<file path="src/rtl/macPkg.sv">
package macPkg;
  // Strobes passed from control to datapath each cycle
  typedef struct packed {
    logic clear;      // synchronous clear of every register
    logic capture;    // load the input stage
    logic accUpdate;  // write the total
    logic loadMode;   // 1: ignore previous total
  } macStrobes_t;
endpackage

</file>
<file path="src/rtl/macOpExtend.sv">
module macOpExtend #(
  parameter int IN_W  = 18,
  parameter int OUT_W = 36
) (
  input  logic [IN_W-1:0]  din,
  input  logic             isSigned,
  output logic [OUT_W-1:0] dout
);
  localparam int PAD_W = OUT_W - IN_W;
  logic padBit;
  assign padBit = isSigned & din[IN_W-1];
  assign dout = {{PAD_W{padBit}}, din};
endmodule

</file>
<file path="src/rtl/macCtrl.sv">
module macCtrl
  import macPkg::*;
(
  input  logic        clk,
  input  logic        rst,
  input  logic        ce,
  input  logic        inValid,
  input  logic        loadSel,
  output macStrobes_t strobes,
  output logic        outValid
);
  logic stageValid;
  logic stageLoad;
  logic outValidR;

  // valid travels with data; ce freezes; rst clears
  always_ff @(posedge clk) begin
    if (rst) begin
      stageValid <= 1'b0;
      stageLoad  <= 1'b0;
      outValidR  <= 1'b0;
    end else if (ce) begin
      stageValid <= inValid;
      stageLoad  <= loadSel;
      outValidR  <= stageValid;
    end
  end

  always_comb begin
    strobes.clear     = rst;
    strobes.capture   = ce & ~rst;
    strobes.accUpdate = ce & stageValid & ~rst;
    strobes.loadMode  = stageLoad;
  end

  assign outValid = outValidR;
endmodule

</file>
<file path="src/rtl/macDatapath.sv">
module macDatapath
  import macPkg::*;
#(
  parameter int OP_W  = 18,
  parameter int SUB_W = 54,
  parameter int ACC_W = 55
) (
  input  logic             clk,
  input  macStrobes_t      strobes,
  input  logic             aSigned,
  input  logic             bSigned,
  input  logic [OP_W-1:0]  opA,
  input  logic [OP_W-1:0]  opB,
  input  logic [SUB_W-1:0] opC,
  output logic [ACC_W-1:0] accOut
);
  localparam int PROD_W = 2 * OP_W;
  localparam int FULL_W = 2 * PROD_W;
  localparam int NUM_OP = 2;

  logic [OP_W-1:0]  opReg  [NUM_OP];
  logic             sgnReg [NUM_OP];
  logic [PROD_W-1:0] opExt [NUM_OP];
  logic [SUB_W-1:0] cReg;
  logic [ACC_W-1:0] accReg;

  logic [FULL_W-1:0] fullProd;
  logic [PROD_W-1:0] prodLow;
  logic              prodSigned;
  logic [ACC_W-1:0]  prodExt;
  logic [ACC_W-1:0]  cExt;
  logic [ACC_W-1:0]  baseVal;
  logic [ACC_W-1:0]  nextAcc;

  // Input stage
  always_ff @(posedge clk) begin
    if (strobes.clear) begin
      for (int i = 0; i < NUM_OP; i++) begin
        opReg[i]  <= '0;
        sgnReg[i] <= 1'b0;
      end
      cReg <= '0;
    end else if (strobes.capture) begin
      opReg[0]  <= opA;
      opReg[1]  <= opB;
      sgnReg[0] <= aSigned;
      sgnReg[1] <= bSigned;
      cReg      <= opC;
    end
  end

  // per-operand sign or zero extension to double width
  for (genvar g = 0; g < NUM_OP; g++) begin : gExt
    macOpExtend #(.IN_W(OP_W), .OUT_W(PROD_W)) uExt (
      .din      (opReg[g]),
      .isSigned (sgnReg[g]),
      .dout     (opExt[g])
    );
  end

  // one unsigned multiplier, low half kept
  assign fullProd = {{PROD_W{1'b0}}, opExt[0]} * {{PROD_W{1'b0}}, opExt[1]};
  assign prodLow  = fullProd[PROD_W-1:0];

  // extend product and subtrahend to total width
  assign prodSigned = sgnReg[0] | sgnReg[1];
  assign prodExt    = {{(ACC_W-PROD_W){prodSigned & prodLow[PROD_W-1]}}, prodLow};
  assign cExt       = {{(ACC_W-SUB_W){cReg[SUB_W-1]}}, cReg};

  // load or accumulate, wrapping
  assign baseVal = strobes.loadMode ? '0 : accReg;
  assign nextAcc = baseVal + prodExt - cExt;

  always_ff @(posedge clk) begin
    if (strobes.clear) accReg <= '0;
    else if (strobes.accUpdate) accReg <= nextAcc;
  end

  assign accOut = accReg;
endmodule

</file>
<file path="src/rtl/macAccSub.sv">
module macAccSub
  import macPkg::*;
#(
  parameter int OP_W  = 18,
  parameter int SUB_W = 54,
  parameter int ACC_W = 55
) (
  input  logic             clk,
  input  logic             rst,
  input  logic             ce,
  input  logic             inValid,
  input  logic             loadSel,
  input  logic             aSigned,
  input  logic             bSigned,
  input  logic [OP_W-1:0]  opA,
  input  logic [OP_W-1:0]  opB,
  input  logic [SUB_W-1:0] opC,
  output logic [ACC_W-1:0] accOut,
  output logic             outValid,
  output logic             negFlag
);
  macStrobes_t strobes;

  macCtrl uCtrl (
    .clk      (clk),
    .rst      (rst),
    .ce       (ce),
    .inValid  (inValid),
    .loadSel  (loadSel),
    .strobes  (strobes),
    .outValid (outValid)
  );

  macDatapath #(.OP_W(OP_W), .SUB_W(SUB_W), .ACC_W(ACC_W)) uData (
    .clk     (clk),
    .strobes (strobes),
    .aSigned (aSigned),
    .bSigned (bSigned),
    .opA     (opA),
    .opB     (opB),
    .opC     (opC),
    .accOut  (accOut)
  );

  // comparison flag is the total's sign
  assign negFlag = accOut[ACC_W-1];
endmodule

</file>
<file path="config.mk">
export PLATFORM = sky130hd
export DESIGN_NAME = macAccSub
export DESIGN_NICKNAME = d
export VERILOG_FILES = /design/src/rtl/macPkg.sv /design/src/rtl/macOpExtend.sv /design/src/rtl/macCtrl.sv /design/src/rtl/macDatapath.sv /design/src/rtl/macAccSub.sv
export SDC_FILE = /design/constraint.sdc
export NUM_CORES = 1
export LEC_CHECK = 0
export BUFFER_PORTS_ARGS = -buffer_cell sky130_fd_sc_hd__buf_4
export CAP_MARGIN = 20
export CORE_MARGIN = 2
export CORE_UTILIZATION = 30
export CTS_CLUSTER_SIZE = 12
export DETAILED_ROUTE_END_ITERATION = 10
export GPL_TIMING_DRIVEN = 0
export SLEW_MARGIN = 5
export SYNTH_ARGS = -nofsm -noshare
export SYNTH_HDL_FRONTEND = slang
export SYNTH_SLANG_ARGS = --single-unit
</file>
<file path="constraint.sdc">
create_clock -name clk -period 13.87 [get_ports clk]
set_input_delay 2.774 -clock clk [delete_from_list [all_inputs] [get_ports clk]]
set_output_delay 2.774 -clock clk [all_outputs]
set_load 0.05 [all_outputs]
</file>
# Yosys cells after proc, flatten, opt, wreduce, memory -nomap -nowiden
# Memory sizes are Yosys's and may differ from the RTL's.
# Cells that the tools add are included.
# totals
rom_bits	0
mem_bits_rw	38
memories	2
latchBits	0
output_inout_bits	57
wordCells	32
in_bits	97
reg_bits	112
# memory_table
memory	words	width	read_ports	rd_clocked_by_memory_dff	write_ports	line_no	rtl
uData.opReg	2	18	2	0	2	macDatapath.sv:21	logic [OP_W-1:0] opReg [NUM_OP];
uData.sgnReg	2	1	2	0	2	macDatapath.sv:22	logic sgnReg [NUM_OP];
# op_classes
mul	1
n_lt_le_gt_ge	0
n_reduce_logical	0
n_shift	0
addsub	2
mux	10
eq_ne	0
div_mod_pow	0
n_bitwise	12
# op_table
op	count
55-bit adder	1
55-bit 2-to-1 mux	1
55-bit subtractor	1
19-bit by 19-bit multiplier with 36-bit output	1
18-bit 2-to-1 mux	2
1-bit 2-to-1 mux	7
1-bit AND	6
1-bit bitwise OR	5
1-bit NOT	1

# Longest topological paths before layout
# Gate-level depths: netlist of run 1.
# logic_depth
ltp_word	6
mapped_depth	41
mapped_depth_nobuf	39

# Cells and area by module
# Synthesis of run 1 repeated with hierarchy kept, for this count alone.
# unflattened
cells_unflattened	3450
area_unflattened_um2	30730.7
# by_module_without_submodules
mod	instances	seq_area_each_um2	area_each_um2	cells_each
macDatapath	1	3323.2	30033.8	3362
macOpExtend	2	0.0	276.5	37
macCtrl	1	60.1	136.4	13
macAccSub	1	0.0	7.5	1

# Worst setup path before layout of run 1
# OpenSTA, ideal clock, no wires.
# synth_timing
path_kind	flip-flop to flip-flop
from	mem uData.opReg[0][17]
to	reg uData.accReg[53] (netlist: uData.accOut[53])
setup_time_ns	0.129
period_less_slack_ns	9.559
t_required_ns	13.741
arrival_time_ns	9.430
path_stages_with_launch	36
n_path_buf	2
path_slack_ns	4.311
cell_sequence	edfxtp_1 > and2_0 > clkbuf_1 > nand2_1 > fa_1 > fa_1 > inv_1 > fa_1 > fa_1 > fa_1 > inv_1 > fa_1 > inv_1 > ha_1 > ha_1 > a21o_1 > a21o_1 > a21oi_1 > o22ai_1 > a31oi_1 > a211oi_1 > a21oi_1 > xor2_1 > or2_2 > fa_1 > inv_1 > ha_1 > clkbuf_1 > nand4_1 > nor4_1 > nand2_1 > o21ai_1 > a41oi_2 > o211ai_1 > a221oi_1 > mux2i_1
# synth_lines
element	line_no	rtl
from (decl)	macDatapath.sv:21	
to (signal assigned)	macDatapath.sv:76	else if (strobes.accUpdate) accReg <= nextAcc;
to (decl)	macDatapath.sv:25	logic [ACC_W-1:0] accReg;

==> results of run 1 <==
==> metrics by stage <==
| step | util [%] | instances | instance area (um2) |
|---|---|---|---|
| after global routing | 34.3 | 3781 | 26100 |
| after CTS | 34.3 | 3781 | 26100 |
| after global placement | 33.5 | 3748 | 25500 |
| after detailed placement | 33.5 | 3749 | 25500 |
| after floorplan | - | 2567 | 23100 |
| final | 34.3 | 3782 | 26100 |
==> synth_stat cells (3+ instances only) <==
cell type / count / area share (%)
xor2_1: 33 / 1.3
o21ai_0: 79 / 1.7
inv_1: 502 / 8.2
nor3_1: 17 / 0.37
or2_2: 10 / 0.27
fa_1: 409 / 35
a31o_2: 4 / 0.15
buf_1: 10 / 0.16
ha_1: 163 / 8.8
mux2i_1: 63 / 2.7
a211oi_1: 12 / 0.39
a21o_1: 34 / 1.1
dfxtp_1: 112 / 9.7
or3_1: 3 / 0.081
nor2b_1: 32 / 0.87
clkbuf_1: 109 / 1.8
and2_1: 175 / 4.7
nand2b_1: 37 / 1.0
nand2_1: 268 / 4.4
o31ai_1: 7 / 0.23
o21ai_1: 5 / 0.11
nor4_1: 7 / 0.19
and3_1: 17 / 0.46
nor2_1: 116 / 1.9
o21a_1: 12 / 0.39
a211o_1: 3 / 0.11
o211ai_1: 7 / 0.23
nand4_1: 9 / 0.24
edfxtp_1: 38 / 4.9
nand3_1: 65 / 1.4
xnor2_1: 57 / 2.2
o21bai_1: 13 / 0.42
a21oi_1: 79 / 1.7
o2bb2ai_1: 3 / 0.11
or4_1: 3 / 0.098
a31oi_1: 9 / 0.24
==> final cells by class <==
cell class	instances	area, um2
flip-flops and latches	150	3380
fillers	7947	50000
inverters	503	1890
diodes	1	2.50
plain buffers	121	459
well taps	1030	1290
repair buffers	152	1150
multi-input cells	1793	17300
clock inverters	14	124
clock buffers	18	429
==> layer usage <==
metal,track usage [%],up-vias,wire length [um]
li1,-,8292,-
met1,23.8,8590,29200
met2,28.2,496,30100
met3,3.91,114,4560
met4,6.44,2,2240
met5,0,-,13
==> registers in the layout, indices dropped and copies added (netlist names) <==
register,cells
uData.accOut,55
uData.cReg,54
uData.opReg,36
uData.sgnReg,2
uCtrl.outValid,1
uCtrl.stageLoad,1
uCtrl.stageValid,1
==> critical path: cells and delay by family, from the launching register on <==
| kind | cells | cell delay [ns] |
|---|---|---|
| buf+inv | 10 | 1.96 |
| flops | 1 | 0.34 |
| xor+xnor | 1 | 0.23 |
| simple gates | 6 | 1.82 |
| fa+ha+maj | 10 | 4.80 |
| compound gates | 8 | 2.23 |
| mux | 1 | 0.15 |
==> path summary, 6_finish.rpt <==
check	from	to	slack, ns	depth (start not counted)
max	uData.opReg[0][26]	uData.accOut[53]	2.18	36
min	uData.accOut[0]	uData.accOut[0]	0.48	2
min reg2reg	uData.accOut[0]	uData.accOut[0]	0.48	2
max reg2reg	uData.opReg[0][26]	uData.accOut[53]	2.18	36
==> logic make-up after synthesis <==
logic type | count (synthesis) | share of synthesized area (%)
AOI/OAI and AO/OA | 298 | 8.26
xor gates and xnor gates | 91 | 3.49
adders and majority gates | 572 | 44.3
buffers and inverters | 624 | 10.2
DFF | 150 | 14.7
muxes | 64 | 2.78
and+or+nand+nor | 768 | 16.3
==> flow_summary.yaml, run 1 <==
routing:
  ant_nets: 0
  routed_wl_um: 66100
  vias_per_cell: 4.63
  drt_iter0_markers: 1131
  routedWlPerCell_um: 17.5
  vias: 17500
  dr.pass1.iters: 5
  drcViolationCount: 0
floorplanning:
  core_region_area_mm2: 0.0761
  chipWidth_um: 281
  io_pins: 154
  die_area_mm2: 0.0791
  die_h_um: 281
  start_util_pct: 30.3
  rows: 101
setup_path:
  slowest_delay_ns: 0.68
  crit_type: "flip-flop to flip-flop"
  crit_required_ns: 14.23
  cp_slowest_cell: "clkbuf_1"
  start_kind: "flip-flop"
  cp_max_fo: 18
  cp-end-kind: "flip-flop"
  worstPathArrival_ns: 12.05
  crit_top_cell: "fa_1"
synthesis:
  ys_warn_count: 0
  synth_area_per_cell_um2: 8.99
  ys_seq_elements: 150
  syn-cell-area_mm2: 0.0231
  netlist_instances: 2567
  synth_edf_count: 38
  yosysSeqAreaShare_pct: 14.7
  ys.flop_type: "dfxtp_1"
  synth.distinct_cells: 68
  synth_fp_nets: 3236
  synth_async_sr_flop_share_pct: 0
final_layout:
  layout_common_cells: "inv_1 (502), fa_1 (409), nand2_1 (268), and2_1 (175), ha_1 (163)"
  drive_above_1_share_pct: 7.74
  syn2layout_area_growth_pct: 13.0
  fin_nets: 3407
  final_common_cell: "inv_1"
global_routing:
  globalRouteOverflowTotal: 0
  grt_max_degree: 25
  antenna_found_initial: 2
  track_usage_pct: 17.8
  grt_pass1_vias: 18500
  grt_pass1_wl_um: 107000
sta:
  fin_crit_sh_pct: 84.3
  fin_ws_ns: 2.18
  fmax_mhz: 85.5
  finalHoldViolCount: 0
  period_minus_slack_ns: 11.69
  slew_headroom_pct: 33.6
  setup_violations: 0
  worst_slew_pin_slew_ns: 0.996
  tns_ns: 0
  whs_ns: 0.478
  grt_setup_unrepaired: "no"
  clock_skew_ns: 0.0169
  drv_slew: 0
clock_tree:
  holdBufCountCts: 0
  clockBufferDepth: 2
  clkLatencyLatePin_ns: 0.49
  h-tree-depth: 4
  cts_setup_buffers: 0
  cts_resized: 0
  cts_tree: "built"
  clockRootBuffer: "clkbuf_16"
  clkTransAtPathRegs_ns: 0.08
  cts_sinks: 150
  cts_buffers: 17
placed_design:
  dpl_worst_slack_ns: 2.38
  finalWeightedCongestion: 0.923
  hpwl_um: 56000
  port_buffers: 151
hold_path:
  hp-class: "flip-flop to flip-flop"
outcome:
  status: "complete, no violations"
run:
  cap_viol_max_count: 0
Power of run 1 is not shown: default switching activity piles up to over one toggle a cycle in this logic, so the estimate is an artifact.
==> run 2: changes to the inputs <==
==> constraint.sdc (replaced) <==
create_clock -name clk -period 9.8 [get_ports clk]
set_input_delay 1.96 -clock clk [delete_from_list [all_inputs] [get_ports clk]]
set_output_delay 1.96 -clock clk [all_outputs]
set_load 0.05 [all_outputs]
==> run 2 against run 1 <==
Effect of this change:
- clock skew is 0.0010 ns higher
- worst hold slack worse by 0.00050 ns
- non-clock buffer count rose by 41
==> flow_summary.yaml, run 2 (synthesized netlist as in run 1, its figures left out) <==
sta:
  fmax_mhz: 106
  whs_ns: 0.478
  period_minus_slack_ns: 9.45
  slew_headroom_pct: 33.7
  fin_ws_ns: 0.353
  finalHoldViolCount: 0
  worst_slew_pin_slew_ns: 0.994
  setup_violations: 0
  fin_crit_sh_pct: 96.4
  clock_skew_ns: 0.0180
  drv_slew: 0
setup_path:
  start_kind: "flip-flop"
  slowest_delay_ns: 0.54
  cp_max_fo: 6
  cp_slowest_cell: "fa_1"
  crit_required_ns: 10.15
  ff2ff_path_depth: 37
  crit_type: "flip-flop to flip-flop"
  timing.rr.end: "uData.accOut[48]"
  r2r_start: "uData.opReg[0][22]"
  crit_top_cell: "fa_1"
  worstPathArrival_ns: 9.79
  critPathLaunch: "uData.opReg[0][22]"
  cp-end-kind: "flip-flop"
  reg2reg_slack_ns: 0.35
final_layout:
  drive_above_1_share_pct: 14.0
  fin_util_pct: 35.7
  layout_common_cells: "inv_1 (501), fa_1 (400), nand2_1 (263), buf_4 (225), and2_1 (175)"
  fin_nets: 3448
  final_common_cell: "inv_1"
  syn2layout_area_growth_pct: 17.6
  final_cell_area_mm2: 0.0271
  largest_register_ffs: 55
placed_design:
  post_dp_cell_area_mm2: 0.0255
  dpl_worst_slack_ns: -1.69
  port_buffers: 151
  hpwl_um: 56000
  finalWeightedCongestion: 0.923
routing:
  dr.pass1.iters: 7
  routedWlPerCell_um: 18.1
  routed_wl_um: 69100
  drcViolationCount: 0
  vias: 17900
  ant_nets: 0
  drt_iter0_markers: 1230
  vias_per_cell: 4.69
clock_tree:
  clockRootBuffer: "clkbuf_16"
  holdBufCountCts: 0
  clkTransAtPathRegs_ns: 0.07
  h-tree-depth: 4
  cts_sinks: 150
  cts_tree: "built"
  clockBufferDepth: 2
  cts_buffers: 17
  clkLatencyLatePin_ns: 0.49
hold_path:
  holdPathEnd: "uData.accOut[0]"
  worstHoldPathCells: 2
  hp-class: "flip-flop to flip-flop"
  hp-start: "uData.accOut[0]"
floorplanning:
  rows: 101
  io_pins: 154
  chipWidth_um: 281
  core_region_area_mm2: 0.0761
  die_h_um: 281
  die_area_mm2: 0.0791
  start_util_pct: 30.3
global_routing:
  antenna_found_initial: 0
  track_usage_pct: 18.4
  grt_pass1_vias: 18700
  grt_max_degree: 25
  grt_pass1_wl_um: 110000
  globalRouteOverflowTotal: 0
run:
  cap_viol_max_count: 0
outcome:
  status: "complete, no violations"
[run 2: how the worst max path moves through the flow]
stage                             endpoint
final                     uData.accOut[48]
after global routing      uData.accOut[47]
after CTS                 uData.accOut[53]
after detailed placement  uData.accOut[53]
after global placement    uData.accOut[53]
after floorplan           uData.accOut[53]
[run 2: area by class of cell]
| type | instances | area [um2] |
|---|---|---|
| flip-flops and latches | 150 | 3380 |
| fillers | 7851 | 48900 |
| well taps | 1030 | 1290 |
| multi-input cells | 1793 | 17800 |
| diodes | 1 | 2.50 |
| clock inverters | 14 | 124 |
| repair buffers | 227 | 1790 |
| clock buffers | 18 | 429 |
| plain buffers | 87 | 452 |
| inverters | 503 | 1890 |
[run 2: metal layers]
layer	vias to the layer above	track usage (%)	share of wire, %
li1	8387	-	-
met1	8895	24.7	44
met2	545	29.6	47
met3	95	3.39	6.2
met4	0	6.67	3.0
met5	-	0	0
[run 2: timing repair]
action	4_1_cts	5_1_grt
pin swaps	8	25
buffers inserted	49	26
setup endpoints to repair	28	22
gates resized for setup	81	107
[run 2: critical path, delay by kind of cell, from the launching register on]
kind,cells,cell delay (ns)
compound gates,13,2.52
fa+ha+maj,10,4.30
flops,1,0.47
simple gates,4,0.79
buf+inv,9,1.02
xor+xnor,1,0.16
[run 2: stage by stage]
step / cells / TNS, ns
finish: 3823 / 0
global route: 3822 / -0.0219
CTS: 3800 / 0
detailed placement: 3749 / -23.94
global placement: 3748 / -24.04
floorplan: 2567 / 0
Power of run 2 is left out for the same reason.
